[src/rtl/itx_pkg.sv]
// Shared types for the isochronous transmit DMA.
// Assumes 32-bit FIFO words; the marker pattern is reserved and never used
// as a header value by software.
package itx_pkg;
    typedef enum logic [3:0] {
        ST_IDLE,
        ST_SELECT,
        ST_DREQ,
        ST_DRD0,
        ST_DRD1,
        ST_HDR,
        ST_PREQ,
        ST_PDAT,
        ST_MARK
    } itx_state_e;

    typedef enum logic [1:0] {
        SRC_HDR,
        SRC_DATA,
        SRC_MARK
    } itx_src_e;

    localparam logic [31:0] ITX_MARK_WORD = 32'hFFFF_FFFF;
endpackage

[src/rtl/itx_ctx_pick.sv]
// Finds the lowest-numbered enabled context at or above a base index.
// Purely combinational. base may equal NUM_CTX, which means nothing is left.
module itx_ctx_pick #(
    parameter int NUM_CTX = 8,
    parameter int IDX_W   = $clog2(NUM_CTX),
    parameter int BASE_W  = IDX_W + 1
) (
    input  logic [NUM_CTX-1:0] enable,
    input  logic [BASE_W-1:0]  base,
    output logic               found,
    output logic [IDX_W-1:0]   idx
);
    logic [NUM_CTX-1:0] eligible;

    // One eligibility bit per context: enabled and not yet passed in this scan
    for (genvar g = 0; g < NUM_CTX; g++) begin : g_elig
        assign eligible[g] = enable[g] && (BASE_W'(g) >= base);
    end

    // Priority selection toward the lowest eligible index
    always_comb begin
        found = 1'b0;
        idx   = '0;
        for (int i = NUM_CTX - 1; i >= 0; i--) begin
            if (eligible[i]) begin
                found = 1'b1;
                idx   = IDX_W'(i);
            end
        end
    end
endmodule

[src/rtl/itx_beat_ctr.sv]
// Counts the payload beats still owed by the current data read.
// Assumes load is never asserted together with dec.
module itx_beat_ctr #(
    parameter int CNT_W = 15
) (
    input  logic             clk,
    input  logic             rst_n,
    input  logic             load,
    input  logic [CNT_W-1:0] load_val,
    input  logic             dec,
    output logic             last
);
    logic [CNT_W-1:0] remain;

    // Load the request length, then count accepted beats down
    always_ff @(posedge clk) begin
        if (!rst_n) begin
            remain <= '0;
        end else if (load) begin
            remain <= load_val;
        end else if (dec && remain != '0) begin
            remain <= remain - CNT_W'(1);
        end
    end

    assign last = (remain == CNT_W'(1));
endmodule

[src/rtl/itx_fifo_mux.sv]
// Selects the word presented to the transmit FIFO: header, payload or marker.
module itx_fifo_mux #(
    parameter int DATA_W = 32
) (
    input  itx_pkg::itx_src_e  sel,
    input  logic [DATA_W-1:0]  hdr_word,
    input  logic [DATA_W-1:0]  data_word,
    input  logic [DATA_W-1:0]  mark_word,
    output logic [DATA_W-1:0]  wdata
);
    // Word source selection
    always_comb begin
        unique case (sel)
            itx_pkg::SRC_HDR:  wdata = hdr_word;
            itx_pkg::SRC_DATA: wdata = data_word;
            default:           wdata = mark_word;
        endcase
    end
endmodule

[src/rtl/itx_dma.sv]
// Multi-context isochronous transmit DMA.
// On each cycle-start strobe it scans the contexts in ascending order. For each
// enabled one it reads a 2-word descriptor, writes descriptor word 0 to the
// FIFO as a header, then reads ceil(bytes/4) payload words into the FIFO.
// It ends the scan with a flagged marker word.
// Assumes: mem_gnt pulses once per request; beats follow the grant and are
// taken when mem_rvalid && mem_rready; pointers and enables are steady
// while a context is being processed.
module itx_dma #(
    parameter int                 NUM_CTX   = 8,
    parameter int                 ADDR_W    = 32,
    parameter int                 DATA_W    = 32,
    parameter int                 LEN_W     = 16,
    parameter logic [DATA_W-1:0]  MARK_WORD = itx_pkg::ITX_MARK_WORD,
    parameter int                 IDX_W     = $clog2(NUM_CTX),
    parameter int                 WCNT_W    = LEN_W - 1
) (
    input  logic                      clk,
    input  logic                      rst_n,
    input  logic                      cycle_start,
    input  logic [NUM_CTX-1:0]        ctx_enable,
    input  logic [NUM_CTX*ADDR_W-1:0] ctx_desc_ptr,
    output logic                      mem_req,
    output logic [ADDR_W-1:0]         mem_addr,
    output logic [WCNT_W-1:0]         mem_words,
    input  logic                      mem_gnt,
    input  logic                      mem_rvalid,
    input  logic [DATA_W-1:0]         mem_rdata,
    output logic                      mem_rready,
    output logic                      fifo_wr,
    output logic [DATA_W-1:0]         fifo_wdata,
    output logic                      fifo_mark,
    input  logic                      fifo_full
);
    import itx_pkg::*;

    localparam int BASE_W = IDX_W + 1;

    itx_state_e         st;
    logic [BASE_W-1:0]  base;
    logic [IDX_W-1:0]   cur;
    logic [DATA_W-1:0]  hdr_word;
    logic [ADDR_W-1:0]  data_addr;
    logic               pending;

    logic               pick_found;
    logic [IDX_W-1:0]   pick_idx;
    logic [LEN_W:0]     byte_sum;
    logic [WCNT_W-1:0]  nwords;
    logic               data_phase;
    logic               beat;
    logic               beat_last;
    logic               start_scan;
    logic [ADDR_W-1:0]  cur_ptr;
    itx_src_e           src_sel;

    // Next enabled context at or above the scan base
    itx_ctx_pick #(
        .NUM_CTX (NUM_CTX),
        .IDX_W   (IDX_W),
        .BASE_W  (BASE_W)
    ) u_pick (
        .enable (ctx_enable),
        .base   (base),
        .found  (pick_found),
        .idx    (pick_idx)
    );

    // Byte count rounded up to whole words
    always_comb begin
        byte_sum = {1'b0, hdr_word[LEN_W-1:0]} + (LEN_W+1)'(3);
        nwords   = WCNT_W'(byte_sum >> 2);
    end

    assign cur_ptr    = ctx_desc_ptr[cur*ADDR_W +: ADDR_W];
    assign data_phase = (st == ST_PDAT);
    assign beat       = data_phase && mem_rvalid && !fifo_full;
    assign start_scan = (st == ST_IDLE) && (cycle_start || pending);

    // Payload beat counter for the data read
    itx_beat_ctr #(
        .CNT_W (WCNT_W)
    ) u_beats (
        .clk      (clk),
        .rst_n    (rst_n),
        .load     (st == ST_PREQ && mem_gnt),
        .load_val (nwords),
        .dec      (beat),
        .last     (beat_last)
    );

    // Memory request port drive
    always_comb begin
        mem_req    = (st == ST_DREQ) || (st == ST_PREQ);
        mem_addr   = (st == ST_DREQ) ? cur_ptr : data_addr;
        mem_words  = (st == ST_DREQ) ? WCNT_W'(2) : nwords;
        mem_rready = (st == ST_DRD0) || (st == ST_DRD1) || (data_phase && !fifo_full);
    end

    // FIFO write strobe and source choice
    always_comb begin
        fifo_wr   = 1'b0;
        src_sel   = SRC_MARK;
        fifo_mark = 1'b0;
        case (st)
            ST_HDR: begin
                fifo_wr = !fifo_full;
                src_sel = SRC_HDR;
            end
            ST_PDAT: begin
                fifo_wr = mem_rvalid && !fifo_full;
                src_sel = SRC_DATA;
            end
            ST_MARK: begin
                fifo_wr   = !fifo_full;
                fifo_mark = 1'b1;
            end
            default: ;
        endcase
    end

    itx_fifo_mux #(
        .DATA_W (DATA_W)
    ) u_mux (
        .sel       (src_sel),
        .hdr_word  (hdr_word),
        .data_word (mem_rdata),
        .mark_word (MARK_WORD),
        .wdata     (fifo_wdata)
    );

    // Remember a strobe that arrives while a scan is under way
    always_ff @(posedge clk) begin
        if (!rst_n) begin
            pending <= 1'b0;
        end else if (start_scan) begin
            pending <= 1'b0;
        end else if (cycle_start && st != ST_IDLE) begin
            pending <= 1'b1;
        end
    end

    // Scan sequencer: select, descriptor, header, payload, marker
    always_ff @(posedge clk) begin
        if (!rst_n) begin
            st        <= ST_IDLE;
            base      <= '0;
            cur       <= '0;
            hdr_word  <= '0;
            data_addr <= '0;
        end else begin
            case (st)
                ST_IDLE: begin
                    if (start_scan) begin
                        base <= '0;
                        st   <= ST_SELECT;
                    end
                end
                ST_SELECT: begin
                    if (pick_found) begin
                        cur <= pick_idx;
                        st  <= ST_DREQ;
                    end else begin
                        st  <= ST_MARK;
                    end
                end
                ST_DREQ: begin
                    if (mem_gnt) st <= ST_DRD0;
                end
                ST_DRD0: begin
                    if (mem_rvalid) begin
                        hdr_word <= mem_rdata;
                        st       <= ST_DRD1;
                    end
                end
                ST_DRD1: begin
                    if (mem_rvalid) begin
                        data_addr <= ADDR_W'(mem_rdata);
                        st        <= ST_HDR;
                    end
                end
                ST_HDR: begin
                    if (!fifo_full) begin
                        if (nwords == '0) begin
                            base <= BASE_W'(cur) + BASE_W'(1);
                            st   <= ST_SELECT;
                        end else begin
                            st   <= ST_PREQ;
                        end
                    end
                end
                ST_PREQ: begin
                    if (mem_gnt) st <= ST_PDAT;
                end
                ST_PDAT: begin
                    if (beat && beat_last) begin
                        base <= BASE_W'(cur) + BASE_W'(1);
                        st   <= ST_SELECT;
                    end
                end
                ST_MARK: begin
                    if (!fifo_full) st <= ST_IDLE;
                end
                default: st <= ST_IDLE;
            endcase
        end
    end
endmodule

[config.mk]
export PLATFORM = sky130hd
export DESIGN_NAME = itx_dma
export DESIGN_NICKNAME = d
export VERILOG_FILES = /design/src/rtl/itx_pkg.sv /design/src/rtl/itx_ctx_pick.sv /design/src/rtl/itx_beat_ctr.sv /design/src/rtl/itx_fifo_mux.sv /design/src/rtl/itx_dma.sv
export SDC_FILE = /design/constraint.sdc
export NUM_CORES = 1
export LEC_CHECK = 0
export ABC_CLOCK_PERIOD_IN_PS = 5100
export BUFFER_PORTS_ARGS = -buffer_cell sky130_fd_sc_hd__buf_4
export CAP_MARGIN = 20
export CORE_AREA = 2 2 147 149
export DETAILED_ROUTE_END_ITERATION = 12
export DIE_AREA = 0 0 149 151
export HOLD_SLACK_MARGIN = 0.02
export PLACE_DENSITY = 0.67
export SYNTH_ARGS = -nofsm -noshare
export SYNTH_HDL_FRONTEND = slang
export SYNTH_HIERARCHICAL = 1
export SYNTH_SLANG_ARGS = --single-unit
[constraint.sdc]
create_clock -name clk -period 5.1 [get_ports clk]
set_input_delay 0.51 -clock clk [delete_from_list [all_inputs] [get_ports clk]]
set_output_delay 0.51 -clock clk [all_outputs]
set_load 0.03 [all_outputs]
=== Yosys cells after proc, flatten, opt, wreduce, memory -nomap -nowiden ===
Cells that the tools add are included.

* Bits in registers: 91
* Output and inout bits: 83
* Word-level logic and storage cells: 115

* Add/subtract/negate cells: 3
* Order comparisons: 8
* Eq/ne operators: 19
* Shift-type cells: 1
* Mux-type cells: 40
* Bitwise gates (word level): 1
* Reduce and logical (&&, ||, !) cells: 36

{| class="wikitable"
|+ Operators by type and width
! cell !! number
|-
| $shiftx A256 B9 Y32 || 1
|-
| $pmux W32 S2 || 1
|-
| $mux W4 || 13
|-
| $mux W15 || 3
|-
| $pmux W4 S9 || 1
|-
| $mux W32 || 1
|-
| $mux W3 || 9
|-
| $add A16 B2 Y17 const B || 1
|-
| $logic_and A1 B1 Y1 || 17
|-
| $eq A4 B3 Y1 const B || 4
|-
| $ge A3 B4 Y1 const A || 4
|-
| $ne A2 B2 Y1 const B || 8
|-
| $eq A15 B1 Y1 const B || 1
|-
| $logic_not A15 Y1 || 1
|-
| $reduce_bool A15 Y1 || 1
|-
| $sub A15 B1 Y15 const B || 1
|-
| $pmux W4 S3 || 1
|-
| $mux W1 || 9
|-
| $eq A4 B2 Y1 const B || 2
|-
| $ge A1 B4 Y1 const A || 2
|-
| $ge A2 B4 Y1 const A || 2
|-
| $reduce_and A8 Y1 || 1
|-
| $reduce_and A2 Y1 || 3
|-
| $reduce_and A5 Y1 || 1
|-
| other kinds (16) || 20
|}

=== Logic depth before layout (Yosys ltp) ===
Gate-level depths: netlist of run 1.

* Depth in word-level cells: 12
* Gate-level depth with buffers: 10
* Gate-level depth less buffers: 8

=== Cells and area by module ===
The synthesis of run 1 kept the hierarchy.

{| class="wikitable"
|+ Modules (own cells, without submodules)
! module !! times used !! cells an instance !! area an instance (um^2) !! seq. area each (um^2)
|-
| itx_dma || 1 || 641 || 5,878.1 || 1,521.5
|-
| itx_beat_ctr || 1 || 120 || 973.4 || 300.3
|-
| itx_fifo_mux || 1 || 107 || 714.4 || 0.0
|-
| itx_ctx_pick || 1 || 36 || 244.0 || 0.0
|}

=== Worst setup path after synthesis of run 1 ===
Ideal clock, no wire load.

* Kind: register to register
* Start: register u_beats.remain[8]
* End: register st[1]
* Setup time: 126 ps
* Arrival: 2,574 ps
* Required time: 4,974 ps
* Setup slack: 2,400 ps
* Stages on the path, launching flop included: 11
* Path buffers: 2
* Clock period less this slack: 2,700 ps
* Cells stage by stage: dfxtp_1 > or4_4 > nor2_1 > and3_1 > nand3b_1 > a32o_1 > or4_4 > buf_6 > buf_6 > o211ai_1 > o31ai_2

* Cells in the longest elaborated chain, start to end: 4

{| class="wikitable"
|+ RTL lines
! what !! RTL line !! text
|-
| from (decl) || itx_beat_ctr.sv:13 || <nowiki>logic [CNT_W-1:0] remain;</nowiki>
|-
| from (signal assigned) || itx_beat_ctr.sv:20 || <nowiki>remain <= load_val;</nowiki>
|-
| from (signal assigned) || itx_beat_ctr.sv:22 || <nowiki>remain <= remain - CNT_W'(1);</nowiki>
|-
| $eq A15 B1 Y1 || itx_beat_ctr.sv:26 || <nowiki>assign last = (remain == CNT_W'(1));</nowiki>
|-
| via beat_last || itx_dma.sv:52 || <nowiki>logic beat_last;</nowiki>
|-
| $logic_and A1 B1 Y1 || itx_dma.sv:196 || <nowiki>if (beat && beat_last) begin</nowiki>
|-
| $ne A2 B1 Y1 (no source line) || - ||
|-
| $reduce_and A8 Y1 (no source line) || - ||
|-
| to (signal assigned) || itx_dma.sv:198 || <nowiki>st <= ST_SELECT;</nowiki>
|-
| to (signal assigned) || itx_dma.sv:202 || <nowiki>if (!fifo_full) st <= ST_IDLE;</nowiki>
|-
| to (signal assigned) || itx_dma.sv:204 || <nowiki>default: st <= ST_IDLE;</nowiki>
|-
| to (decl) || itx_dma.sv:39 || <nowiki>itx_state_e st;</nowiki>
|}

The timed path passes the listed nets, and every way through them passes these cells.
A chain may end at the register's enable or synchronous reset.

=== Worst setup path after layout of run 1 ===
* Start: register st[0]
* End: output mem_addr[29]

* Cells in the longest elaborated chain, start to end: 2

{| class="wikitable"
|+ RTL lines
! what !! RTL line !! text
|-
| from (signal assigned) || itx_dma.sv:146 || <nowiki>st <= ST_IDLE;</nowiki>
|-
| from (signal assigned) || itx_dma.sv:156 || <nowiki>st <= ST_SELECT;</nowiki>
|-
| from (signal assigned) || itx_dma.sv:162 || <nowiki>st <= ST_DREQ;</nowiki>
|-
| $eq A4 B2 Y1 || itx_dma.sv:95 || <nowiki>mem_addr = (st == ST_DREQ) ? cur_ptr : data_addr;</nowiki>
|-
| $mux W32 || itx_dma.sv:95 ||
|-
| to (decl) || itx_dma.sv:24 || <nowiki>output logic [ADDR_W-1:0] mem_addr,</nowiki>
|}

Every way passes these cells.

==> out/metrics.sh, run 1 <==
OUTCOME='finished, final reports clean'
CTS.REPORTEDPATHS.CLKPINSLEW_PS=70
ENDPOINT_KIND='output port'
CTS_TREE='built'
NUM-FILL-CELLS=2032
FINAL_ANTENNA_VIOLATING_NET_COUNT=0
MAXIMUM_NET_FANOUT_ON_THE_CRITICAL_PATH=53
FIN_UTIL_PCT=53.7
TIMING_WORST_SLEW_PIN_VALUE_PS=1010
POSTSYNTH.ASYNCRESETSHARE_PCT=0
HTREE_NUM_LEVELS=3
ANTENNA_FOUND_INITIAL=2
AREA_DELTA_SYNTH_FINAL_PCT=43.3
GRT_PASS1_WL_UM=46200
GRT_MAX_DEGREE=90
DETAIL_ROUTE.ITER0.VIOLATIONS=478
CRIT_PATH_CELL_TRACE='nor2_1 > and3_2 > buf_4 > nor2_1 > a21oi_1 > buf_4'
BUFS_ON_LONGEST_CLOCK_PATH=2
PLACE_HPWL_UM=24900
ROUTE.LAYER.MET1.WL_UM=12700
CORE_AREA_UM2=20800
TIMING.CRITICAL_PATH.FROM_TYPE='flop'
WORSTSKEWPAIRLATENCY_PS=360
FIRST_GLOBAL_VIAS=8007
SYNTH_WARNINGS=6
DRT-WIRELENGTH-PER-CELL_UM=20.8
WORST_HOLD_PATH_TYPE='input pin to flop'
DIEWIDTH_UM=149
IR_DROP_mV=0.225
DIE_H_UM=151
NUMCLOCKSINKS=91
POSTSYNTHCELLCOUNT=904
POWER.DENSITY_CELL_AREA_nW_PER_UM2=309
SYNTHESIS.AREA_UM2=7810
NUM_CTS_BUFFERS=9
POWER_LEAKAGE_nW=4.44
SYNTHDISTINCTLIBCELLS=76
CRIT_REQUIRED_PS=4590
CTSROOTBUFFERMASTER='sky130_fd_sc_hd__clkbuf_16'
POSTCTSRESIZEDCELLS=0
MET3_LENGTH_UM=2790
GLOBALPLACE.CONGESTION=0.878
IO_BUFFERS=384
CTSHOLDBUFFERS=0
POST-ROUTE-PERIOD-UTIL_PCT=68.5
FINALSETUPVIOLATIONS=0
TOTAL_GRT_OVERFLOW=0
FIRST_PASS_ITERS=5
TIMING.SETUP.TNS_PS=0
TIMING.FINAL.HOLD_VIOLATIONS=0
CTS.REPAIR_TIMING.SETUP_BUFFER_COUNT=0
GLOBAL_ROUTE.USAGE.TOTAL_PCT=26.9
IO_PINS=385
YOSYS_REGISTER_BITS=91
TIMING.CRITICAL_PATH.ARRIVAL_PS=2980
TIMING_MAX_TRANSITION_VIOLATIONS_FINAL=0
MAX_CAP_VIOLATIONS=0
DRIVE_GT1_SHARE_PCT=40.2
CRITPATHSLOWESTCELL='sky130_fd_sc_hd__and3_2'
CORE.ROWCOUNT=53
FIN_CRIT_PS=3490
GRT_SETUP_UNREPAIRED='false'
SYNTH-SEQ-AREA-SHARE_PCT=23.3
VIA_COUNT=8490
ROUTE.DETAILED.VIAS_PER_INST=5.52
CRITICAL_PATH_CLASS='flop to output port'
ROUTE.DETAILED.DRC=0
NUMBER_OF_FLOPS_MAPPED_TO_ENABLE_CELLS_BY_YOSYS=0
FMAXACHIEVABLE_MHz=286
NNETSFINAL=1563
SYN_AREA_PER_CELL_UM2=8.64
INITIAL_CORE_UTIL_PCT=37.5
FIN_SKEW_PS=7.39
YS.FLOP_TYPE='sky130_fd_sc_hd__dfxtp_1'
DRT_WL_TOTAL_UM=32000
FLOORPLAN.DIE_AREA_UM2=22500
HIGHEST_LAYER='met5'
MAX-SLEW-MARGIN-REL_PCT=32.4
CRITICAL-PATH-MAX-STAGE-DELAY_PS=930
WL_MET2_UM=15700
==> cell usage after synthesis, types with 4 or more instances <==
cell type	instances	share of area, %
sky130_fd_sc_hd__a21boi_0	71	6.8
sky130_fd_sc_hd__a21boi_1	9	0.87
sky130_fd_sc_hd__a21oi_1	46	2.9
sky130_fd_sc_hd__a31oi_1	7	0.56
sky130_fd_sc_hd__and3_1	7	0.56
sky130_fd_sc_hd__buf_1	5	0.24
sky130_fd_sc_hd__buf_2	16	1.0
sky130_fd_sc_hd__buf_6	8	1.2
sky130_fd_sc_hd__clkbuf_1	49	2.4
sky130_fd_sc_hd__dfxtp_1	91	23
sky130_fd_sc_hd__inv_1	11	0.53
sky130_fd_sc_hd__mux2i_1	68	8.7
sky130_fd_sc_hd__mux4_2	64	18
sky130_fd_sc_hd__nand2_1	118	5.7
sky130_fd_sc_hd__nand3_1	47	3.0
sky130_fd_sc_hd__nand3b_1	5	0.48
sky130_fd_sc_hd__nand4_1	7	0.56
sky130_fd_sc_hd__nor2_1	56	2.7
sky130_fd_sc_hd__nor2b_1	9	0.72
sky130_fd_sc_hd__nor3_1	16	1.0
sky130_fd_sc_hd__nor4_1	9	0.72
sky130_fd_sc_hd__o21ai_0	51	3.3
sky130_fd_sc_hd__o21ai_1	31	2.0
sky130_fd_sc_hd__o31ai_1	4	0.38
sky130_fd_sc_hd__or2_2	5	0.40
sky130_fd_sc_hd__or3_1	10	0.80
sky130_fd_sc_hd__or4_1	4	0.38
sky130_fd_sc_hd__xnor2_1	6	0.67
sky130_fd_sc_hd__xor2_1	8	0.90
==> stage by stage <==
step	worst slack (ps)	cell area, um^2	hold slack (ps)	std cells	total power [mW]
after floorplan	2400	7930	443	935	1.99
after global placement	1570	10800	456	1520	2.61
after detailed placement	1490	10800	461	1520	2.62
after CTS	1440	11200	417	1536	3.47
after global routing	1360	11200	438	1539	3.63
final	1610	11200	428	1539	3.46
==> final timing paths <==
| kind | slack, ps | cells after the start | startpoint | endpoint |
|---|---|---|---|---|
| worst max-delay path | 1610 | 6 | st[0] | mem_addr[29] |
| worst min-delay path | 430 | 3 | mem_rdata[25] | data_addr[25] |
| worst max register to register | 1900 | 6 | st[1] | u_beats/remain[10] |
| worst min register to register | 470 | 2 | data_addr[15] | data_addr[15] |
==> registers in the layout, indices dropped and copies added, names as in the netlist <==
signal and cells:
base 4, pending 1, st 4, cur 3, hdr_word 32, u_beats/remain 15, data_addr 32
==> logic make-up (layout without fill, tap and decap cells) <==
group	after synthesis	after routing	share of synthesized area (%)
xor+xnor	14	14	1.57
compound gates	253	253	21.2
other cells	1	33	0.0480
buf+inv	94	422	6.23
mux	132	132	27.2
fa+ha+maj	3	3	0.481
simple gates	316	316	19.9
flops	91	91	23.3
==> metal layers <==
| layer | vias up | track usage (%) |
|---|---|---|
| met2 | 374 | 45.0 |
| met3 | 39 | 6.99 |
| met4 | 2 | 8.48 |
| met5 | - | 0 |
| met1 | 4035 | 34.0 |
| li1 | 4040 | - |
==> area by class of cell <==
class	count	area [um^2]	share of cell area, %
diodes	1	2.50	0.0224
clock inverters	7	146	1.31
clock buffers	9	225	2.01
repair buffers	395	2980	26.7
inverters	11	41.3	0.369
flip-flops and latches	91	1830	16.4
multi-input cells	750	5620	50.2
well taps	275	344	3.07
==> critical path: cells and delay by family, from the launching register on <==
kind,cells,cell delay [ps]
and+or+nand+nor,3,1440
DFF,1,450
buffers and inverters,2,540
AOI/OAI and AO/OA,1,140
==> power by group <==
group	leakage [nW]	internal (mW)	switching (mW)
clock network	0.181	0.533	0.305
registers	0.736	0.752	0.122
logic	3.53	0.722	1.02
==> layout by cell type, fill, tap and decap left out, types with 31 or more instances in the layout <==
cell type	n
sky130_fd_sc_hd__buf_4	392
sky130_fd_sc_hd__o21ai_1	31
sky130_fd_sc_hd__o21ai_0	51
sky130_fd_sc_hd__conb_1	32
sky130_fd_sc_hd__nand2_1	118
sky130_fd_sc_hd__a21boi_0	71
sky130_fd_sc_hd__a21oi_1	46
sky130_fd_sc_hd__mux2i_1	68
sky130_fd_sc_hd__mux4_2	64
sky130_fd_sc_hd__nor2_1	56
sky130_fd_sc_hd__nand3_1	47
sky130_fd_sc_hd__dfxtp_1	88
No activity file was read; power rests on OpenSTA's default activity.
==> inputs of run 2 (changes only) <==
--- a/config.mk
+++ b/config.mk
@@ -5,14 +5,14 @@
 export SDC_FILE = /design/constraint.sdc
 export NUM_CORES = 1
 export LEC_CHECK = 0
-export ABC_CLOCK_PERIOD_IN_PS = 5100
+export ABC_CLOCK_PERIOD_IN_PS = 2800
 export BUFFER_PORTS_ARGS = -buffer_cell sky130_fd_sc_hd__buf_4
 export CAP_MARGIN = 20
 export CORE_AREA = 2 2 147 149
 export DETAILED_ROUTE_END_ITERATION = 12
 export DIE_AREA = 0 0 149 151
 export HOLD_SLACK_MARGIN = 0.02
-export PLACE_DENSITY = 0.67
+export PLACE_DENSITY = 0.7
 export SYNTH_ARGS = -nofsm -noshare
 export SYNTH_HDL_FRONTEND = slang
 export SYNTH_HIERARCHICAL = 1
==> constraint.sdc (replaced) <==
create_clock -name clk -period 2.8 [get_ports clk]
set_input_delay 0.28 -clock clk [delete_from_list [all_inputs] [get_ports clk]]
set_output_delay 0.28 -clock clk [all_outputs]
set_load 0.03 [all_outputs]
==> run 2 against run 1 <==
Against the previous run: sequential power up 74%; first-iteration DRC count down 1.3%; clock skew about the same; global-route usage down 0.45 points; critical path depth up 3; sequential share of layout area down 0.51 points; routed wire length about the same; combinational power up 110%; die area unchanged; clock power up 67%; non-clock buffer count up 30.
==> out/metrics.sh, run 2 (synthesis gave the netlist of run 1 again) <==
OUTCOME='finished, final reports clean'
WORST_HOLD_PATH_TYPE='input pin to flop'
DIEWIDTH_UM=149  # unchanged
GRT_PASS1_WL_UM=45700  # -1.1%
CTSROOTBUFFERMASTER='sky130_fd_sc_hd__clkbuf_16'
FLOORPLAN.DIE_AREA_UM2=22500  # unchanged
HIGHEST_LAYER='met4'
MAXIMUM_NET_FANOUT_ON_THE_CRITICAL_PATH=6  # -89%
CTSHOLDBUFFERS=0  # unchanged
GLOBAL_ROUTE.USAGE.TOTAL_PCT=26.4  # -0.45 points
DRT_WL_TOTAL_UM=32000  # about the same
NNETSFINAL=1594  # +2.0%
CTS_TREE='built'
WHS_PATH_DEPTH=3  # unchanged
MAX-SLEW-MARGIN-REL_PCT=60.8  # +28 points
VIA_COUNT=8615  # +1.5%
IR_DROP_mV=0.377  # +67%
NUM_CTS_BUFFERS=9  # unchanged
WORSTREG2REGEND='st[0]'
ROUTE.LAYER.MET1.WL_UM=12600  # -0.61%
FMAXACHIEVABLE_MHz=359
WL_MET2_UM=16200  # +3.4%
DETAIL_ROUTE.ITER0.VIOLATIONS=472  # -1.3%
NUMCLOCKSINKS=91  # unchanged
FIN_UTIL_PCT=55.6  # +1.8 points
GRT_MAX_DEGREE=70  # -22%
POWER.DENSITY_CELL_AREA_nW_PER_UM2=565  # +83%
MIN_DELAY_WORST_ENDPOINT='data_addr[18]'
TIMING_WORST_SLEW_PIN_VALUE_PS=587  # -426 ps
PLACE_HPWL_UM=25000  # +0.47%
GLOBALPLACE.CONGESTION=0.890  # +1.3%
ANTENNA_FOUND_INITIAL=1  # -1
POWER_LEAKAGE_nW=4.64  # +4.5%
ROUTE.DETAILED.DRC=0  # unchanged
CTS.REPORTEDPATHS.CLKPINSLEW_PS=70  # about the same
POWER_FRAC_SEQ_PCT=23.2  # -2.1 points
TIMING.CRITICAL_PATH.ARRIVAL_PS=3070  # +90 ps
LARGEST_REGISTERS='data_addr (32), hdr_word (32), u_beats/remain (15)'
CORE.ROWCOUNT=53  # unchanged
ROUTE.DETAILED.VIAS_PER_INST=5.49  # -0.47%
CRITICAL_PATH_CLASS='flop to flop'
AREA_DELTA_SYNTH_FINAL_PCT=48.1
IO_BUFFERS=384  # unchanged
DIE_H_UM=151  # unchanged
CLOCK_POWER_SHARE_PCT=21.5  # -2.7 points
MIN_FROM='mem_rdata[18]'
FIN_CRIT_PS=2790
WORSTSKEWPAIRLATENCY_PS=350  # about the same
FIN_TOTAL_PWR_mW=6.54  # +89%
IO_PINS=385  # unchanged
NUM-FILL-CELLS=1951  # -4.0%
TIMING.FINAL.HOLD_VIOLATIONS=0  # unchanged
TIMING_MAX_TRANSITION_VIOLATIONS_FINAL=0  # unchanged
TIMING.REG2REG.WORST_PATH_DEPTH=9  # +3
DRT-WIRELENGTH-PER-CELL_UM=20.4  # -1.9%
GRT_SETUP_UNREPAIRED='true'
ENDPOINT_KIND='flop'
HTREE_NUM_LEVELS=3  # unchanged
FIN_SKEW_PS=7.60  # +0.208 ps
DRIVE_GT1_SHARE_PCT=42.3  # +2.1 points
CRIT_REQUIRED_PS=3080  # -1510 ps
INITIAL_CORE_UTIL_PCT=37.5  # unchanged
FIRST_GLOBAL_VIAS=8097  # +1.1%
POWER.SHARE.COMBINATIONAL_PCT=55.3  # +4.8 points
TIMING.CRITICAL_PATH.FROM_TYPE='flop'
POWER.SWITCHING_mW=2.70  # +86%
TIMING.REG2REG.SETUP_SLACK_PS=10  # -1890 ps
MAX_CAP_VIOLATIONS=0  # unchanged
FINALSETUPVIOLATIONS=0  # unchanged
LAYOUT_COMMONEST_CELL='sky130_fd_sc_hd__buf_4'
REG2REG_FROM='u_beats/remain[14]'
SWSHARE_PCT=41.3  # -0.71 points
FINAL_CELL_MIX='412 x sky130_fd_sc_hd__buf_4, 118 x sky130_fd_sc_hd__nand2_1, 86 x sky130_fd_sc_hd__dfxtp_1'
CORE_AREA_UM2=20800  # unchanged
TOTAL_GRT_OVERFLOW=0  # unchanged
BUFS_ON_LONGEST_CLOCK_PATH=2  # unchanged
FINAL_ANTENNA_VIOLATING_NET_COUNT=0  # unchanged
MET3_LENGTH_UM=2710  # -2.9%
FIRST_PASS_ITERS=5  # unchanged
POST-ROUTE-PERIOD-UTIL_PCT=99.5
POWER_REPORT.INTERNAL_TOTAL_mW=3.84  # +91%
run 2: layer usage:
metal	GRT usage (%)	vias to the layer above
met5	0	-
met2	46.2	393
li1	-	4110
met4	4.71	0
met1	34.2	4087
met3	5.42	25
run 2: repair_timing:
item,in CTS,in global routing
cloned,0,2
endpoints found under the setup margin,1,39
buffers inserted,0,5
resized for setup,1,37
pin swaps,0,7
run 2: metrics by stage:
stage | cells | hold slack [ps] | setup WS [ps] | setup TNS [ps] | area, um^2
final | 1569 | 209 | 13.5 | 0 | 11600
after global routing | 1569 | 214 | -54.1 | -295 | 11600
after CTS | 1561 | 204 | 0.943 | 0 | 11400
after detailed placement | 1546 | 460 | 9.65 | 0 | 11100
after global placement | 1546 | 448 | 107 | 0 | 11100
after floorplan | 935 | 425 | 99.6 | 0 | 7930
run 2: worst max-delay path by stage:
stage,to,slack [ps],depth (start not counted),startpoint
floorplan,st[1],100,10,u_beats/remain[8]
global placement,hdr_word[17],110,9,u_beats/remain[8]
detailed placement,hdr_word[22],10,9,u_beats/remain[8]
CTS,hdr_word[22],0.9,9,u_beats/remain[8]
global route,st[0],-50,9,u_beats/remain[14]
finish,st[0],10,9,u_beats/remain[14]
run 2: layout make-up:
| cell class | instances | area (um^2) | share of cell area (%) |
|---|---|---|---|
| Antenna cell | 1 | 2.50 | 0.0216 |
| Clock buffer | 11 | 243 | 2.10 |
| Clock inverter | 4 | 98.8 | 0.854 |
| Inverter | 11 | 41.3 | 0.357 |
| Multi-Input combinational cell | 751 | 5670 | 49.0 |
| Sequential cell | 91 | 1830 | 15.8 |
| Tap cell | 275 | 344 | 2.97 |
| Timing Repair Buffer | 425 | 3340 | 28.9 |
run 2: worst max-delay path, stage by stage (launching register included):
cell and delay, ps:
sky130_fd_sc_hd__dfxtp_2 330, sky130_fd_sc_hd__or4_4 550, sky130_fd_sc_hd__nor2_4 110, sky130_fd_sc_hd__and3_4 180, sky130_fd_sc_hd__nand3b_1 120, sky130_fd_sc_hd__a32o_2 300
sky130_fd_sc_hd__or4_4 630, sky130_fd_sc_hd__buf_6 160, sky130_fd_sc_hd__a211o_1 230, sky130_fd_sc_hd__a21boi_2 120
run 2: power groups by stage:
stage,Clock (mW),Sequential [mW],Combinational [mW]
final,1.40,1.52,3.62
after global routing,1.47,1.54,3.85
after CTS,1.43,1.53,3.41
after detailed placement,0,1.56,3.40
after global placement,0,1.56,3.38
after floorplan,0,1.45,2.18
==> inputs of run 3 (changes only) <==
--- a/config.mk
+++ b/config.mk
@@ -5,12 +5,13 @@
 export SDC_FILE = /design/constraint.sdc
 export NUM_CORES = 1
 export LEC_CHECK = 0
+export ABC_AREA = 1
 export ABC_CLOCK_PERIOD_IN_PS = 2800
-export BUFFER_PORTS_ARGS = -buffer_cell sky130_fd_sc_hd__buf_4
+export BUFFER_PORTS_ARGS = -buffer_cell sky130_fd_sc_hd__clkbuf_2
 export CAP_MARGIN = 20
-export CORE_AREA = 2 2 147 149
+export CORE_AREA = 2 2 148 150
 export DETAILED_ROUTE_END_ITERATION = 12
-export DIE_AREA = 0 0 149 151
+export DIE_AREA = 0 0 150 152
 export HOLD_SLACK_MARGIN = 0.02
 export PLACE_DENSITY = 0.7
 export SYNTH_ARGS = -nofsm -noshare
==> run 3 against run 2 <==
Against the previous run: sequential power increased by 4%; worst hold slack worse by 5.4 ps; critical path depth is 3 lower.
==> out/metrics.sh, run 3 <==
FINISH.CELL_COUNT_WITHOUT_FILLERS=2008  # +28%
SYNTH-ADDER-AREA-SHARE_PCT=0.475  # -0.0056 points
POWER.DENSITY_CELL_AREA_nW_PER_UM2=657  # +16%
CTS.REPAIR_TIMING.SETUP_BUFFER_COUNT=0  # unchanged
CRIT_REQUIRED_PS=2520  # -560 ps
PLACE_HPWL_UM=30900  # +23%
POSTCTSRESIZEDCELLS=4  # +3
YOSYS_REGISTER_BITS=91  # unchanged
SYNTHESIS.AREA_UM2=7900  # +1.2%
TIMING_MAX_TRANSITION_VIOLATIONS_FINAL=0  # unchanged
YOSYS-MUX-AREA-FRACTION_PCT=0  # -27 points
CRITICAL-PATH-MAX-STAGE-DELAY_PS=600  # -30 ps
SYNTH_MOST_COMMON_CELL='sky130_fd_sc_hd__nand2_1'
TIMING_WORST_SLEW_PIN_VALUE_PS=743  # +156 ps
MAX_CAP_VIOLATIONS=0  # unchanged
FINAL_CELL_MIX='384 x sky130_fd_sc_hd__clkbuf_2, 272 x sky130_fd_sc_hd__nand2_1, 207 x sky130_fd_sc_hd__nor2_1'
GRT_SETUP_UNREPAIRED='true'
TIMING.CRITICAL_PATH.ARRIVAL_PS=2420  # -650 ps
TIMING.CRITICAL_PATH.FROM_TYPE='flop'
SYNTH-XOR-AREA-SHARE_PCT=0.443  # -1.1 points
POWER_LEAKAGE_nW=5.14  # +11%
ROUTE.DETAILED.VIAS_PER_INST=5.36  # -2.4%
WORSTREG2REGEND='st[0]'
SYNTH-SEQ-AREA-SHARE_PCT=23.1  # -0.27 points
SYNTH-COMPOUND-AREA-SHARE_PCT=27.7  # +6.4 points
DETAIL_ROUTE.ITER0.VIOLATIONS=942  # +100%
SYNTH_TOP_AREA_SHARE_PCT=23.1  # -0.27 points
CRITPATHCAPTURE='mem_addr[15]'
BUFS_ON_LONGEST_CLOCK_PATH=2  # unchanged
LARGEST_REGISTERS='data_addr (32), hdr_word (32), u_beats/remain (15)'
SYNTHDISTINCTLIBCELLS=41  # -46%
CP_NUM_BUF_INV=2  # +1
LAYOUT_SETUP_WS_PS=100  # +86.5 ps
IO_BUFFERS=384  # unchanged
GLOBALPLACE.CONGESTION=1.05  # +18%
FIN_TOTAL_PWR_mW=6.87  # +5.1%
MAX-SLEW-MARGIN-REL_PCT=50.4  # -10 points
DRIVE_GT1_SHARE_PCT=29.5  # -13 points
POST-ROUTE-PERIOD-UTIL_PCT=96.4  # -3.1 points
CORE.ROWCOUNT=54  # +1.9%
FLOORPLAN.DIE_AREA_UM2=22800  # +1.3%
DRT_WL_TOTAL_UM=38600  # +21%
ENDPOINT_KIND='output port'
FIRST_GLOBAL_VIAS=10100  # +25%
IR_DROP_mV=0.382  # +1.2%
POSTSYNTHCELLCOUNT=1353  # +50%
TIMING.FINAL.HOLD_VIOLATIONS=0  # unchanged
CTSHOLDBUFFERS=0  # unchanged
TIMING.REG2REG.SETUP_SLACK_PS=520  # +510 ps
CP.DEPTH=6  # -3
FIN_SKEW_PS=5.31  # -2.29 ps
CRIT_PATH_CELL_TRACE='inv_8 > nor2_1 > nor2_1 > o311ai_0 > o21ai_1 > clkbuf_2'
POSTSYNTH.ASYNCRESETSHARE_PCT=0  # unchanged
FMAXACHIEVABLE_MHz=370  # +3.2%
NUM_CTS_BUFFERS=9  # unchanged
TOTAL_GRT_OVERFLOW=0  # unchanged
FIN_UTIL_PCT=49.0  # -6.6 points
SYNTH.AREA.TOP_CELLS='sky130_fd_sc_hd__dfxtp_1 23%, sky130_fd_sc_hd__nand2_1 13%, sky130_fd_sc_hd__o21ai_0 12%'
MAXIMUM_NET_FANOUT_ON_THE_CRITICAL_PATH=35  # +29
DIEWIDTH_UM=150  # +0.67%
CTS_TREE='built'
CRIT_START='cur[0]'
NNETSFINAL=2022  # +27%
FINALSETUPVIOLATIONS=0  # unchanged
CP_COMMON_CELL='sky130_fd_sc_hd__nor2_1'
SYNTH_WARNINGS=6  # unchanged
HTREE_NUM_LEVELS=3  # unchanged
YS.FLOP_TYPE='sky130_fd_sc_hd__dfxtp_1'
MAIN_COMBINATIONAL_CELL_FAMILY_BY_AREA_AFTER_SYNTHESIS='simple AND/OR/NAND/NOR gates'
WORST_HOLD_PATH_TYPE='input pin to flop'
YOSYS-TOP-CELLS-COUNT='273 x sky130_fd_sc_hd__nand2_1, 208 x sky130_fd_sc_hd__nor2_1, 191 x sky130_fd_sc_hd__o21ai_0, 121 x sky130_fd_sc_hd__a21oi_1, 108 x sky130_fd_sc_hd__nand3_1'
DRT-WIRELENGTH-PER-CELL_UM=19.2  # -5.7%
CTSROOTBUFFERMASTER='sky130_fd_sc_hd__clkbuf_16'
CRITPATHSLOWESTCELL='sky130_fd_sc_hd__o311ai_0'
ROUTE.DETAILED.DRC=0  # unchanged
TIMING.SETUP.TNS_PS=0  # unchanged
AREA_DELTA_SYNTH_FINAL_PCT=32.4
INITIAL_CORE_UTIL_PCT=37.0  # -0.50 points
CELL_TYPE_GROUP_WITH_THE_LARGEST_TOTAL_DELAY_ON_THE_CRITICAL_PATH='compound AO/OA/AOI/OAI gates'
FIN_CRIT_PS=2700  # -86.5 ps
FIRST_PASS_ITERS=6  # +1
ANTENNA_FOUND_INITIAL=5  # +4
CORE_AREA_UM2=21400  # +2.5%
NUMBER_OF_FLOPS_MAPPED_TO_ENABLE_CELLS_BY_YOSYS=0  # unchanged
OUTCOME='finished, final reports clean'
TIMING.REG2REG.WORST_PATH_DEPTH=14  # +5
CRITICAL_PATH_CLASS='flop to output port'
SYNTHESIZED_AREA_FRACTION_OCCUPIED_BY_AND_OR_NAND_NOR_CELLS_PCT=37.1  # +17 points
POST-PLACE-CELLS=1986  # +28%
IO_PINS=385  # unchanged
LAYOUT_COMMONEST_CELL='sky130_fd_sc_hd__clkbuf_2'
SYN_AREA_PER_CELL_UM2=5.84  # -32%
FINAL_ANTENNA_VIOLATING_NET_COUNT=0  # unchanged
SYNTH_LARGEST_AREA_CELL='sky130_fd_sc_hd__dfxtp_1'
VIA_COUNT=10800  # +25%
GRT_PASS1_WL_UM=58000  # +27%
WORSTSKEWPAIRLATENCY_PS=360  # about the same
GRT_MAX_DEGREE=71  # +1.4%
PLACEMENT.SETUP.WORST_SLACK_PS=81.7  # +72.1 ps
REG2REG_FROM='st[2]'
CTS.REPORTEDPATHS.CLKPINSLEW_PS=70  # about the same
NUMCLOCKSINKS=91  # unchanged
GLOBAL_ROUTE.USAGE.TOTAL_PCT=32.8  # +6.4 points
DIE_H_UM=152  # +0.66%
run 3: changes by cell type after synthesis, moves of 68 or more:
cell	before	now
sky130_fd_sc_hd__a21boi_0	71	0
sky130_fd_sc_hd__a21oi_1	46	121
sky130_fd_sc_hd__inv_1	11	99
sky130_fd_sc_hd__mux2i_1	68	0
sky130_fd_sc_hd__nand2_1	118	273
sky130_fd_sc_hd__nor2_1	56	208
sky130_fd_sc_hd__o21ai_0	51	191
run 3: through the flow:
step	hold slack, ps	cell area (um^2)
after floorplan	388	8020
after global placement	434	10100
after detailed placement	441	10100
after CTS	194	10400
after global routing	214	10500
final	204	10500
run 3: layout make-up:
class	instances	area, um^2
diodes	6	15.0
clock buffers	11	253
clock inverters	5	36.3
fillers	2314	10900
inverters	109	417
multi-input cells	1088	5330
flip-flops and latches	91	1830
well taps	280	350
repair buffers	418	2230
run 3: where the power goes:
group / total [mW] / internal [mW] / switching (mW)
clock network: 1.21 / 0.653 / 0.561
registers: 1.58 / 1.41 / 0.171
logic: 4.07 / 1.28 / 2.79
run 3: logic make-up after synthesis:
family	after synthesis
fa+ha+maj	3
flops	91
simple gates	665
xor+xnor	4
buf+inv	205
other cells	1
compound gates	384
run 3: layer usage:
layer	up-vias	routed length [um]	global-route usage, %
met4	0	1230	12.9
met5	-	0	0
met3	67	2760	4.20
met2	463	17900	53.1
met1	4981	16700	44.2
li1	5252	-	-
run 3: worst reg2reg max path: stages (launching register included):
cell and delay (ps):
sky130_fd_sc_hd__dfxtp_1 520, sky130_fd_sc_hd__inv_2 70, sky130_fd_sc_hd__nor2_2 130, sky130_fd_sc_hd__inv_2 70, sky130_fd_sc_hd__nor2_4 260, sky130_fd_sc_hd__inv_2 90
sky130_fd_sc_hd__nor3_4 280, sky130_fd_sc_hd__nand2_1 90, sky130_fd_sc_hd__nand2_1 90, sky130_fd_sc_hd__o21ai_2 80, sky130_fd_sc_hd__clkinv_1 60, sky130_fd_sc_hd__nand3_2 100
sky130_fd_sc_hd__nor2_2 150, sky130_fd_sc_hd__nand2_1 90, sky130_fd_sc_hd__a21oi_1 130
run 3: worst min path at each step:
| stage | start | to | slack (ps) | cells after the start |
|---|---|---|---|---|
| 2_1_floorplan | rst_n | u_beats/remain[1] | 390 | 2 |
| 3_3_place_gp | data_addr[6] | data_addr[6] | 430 | 2 |
| 3_5_place_dp | data_addr[7] | data_addr[7] | 440 | 2 |
| 4_1_cts | mem_rdata[19] | hdr_word[19] | 190 | 3 |
| 5_1_grt | mem_rdata[27] | hdr_word[27] | 210 | 3 |
| 6_report | mem_rdata[17] | hdr_word[17] | 200 | 3 |
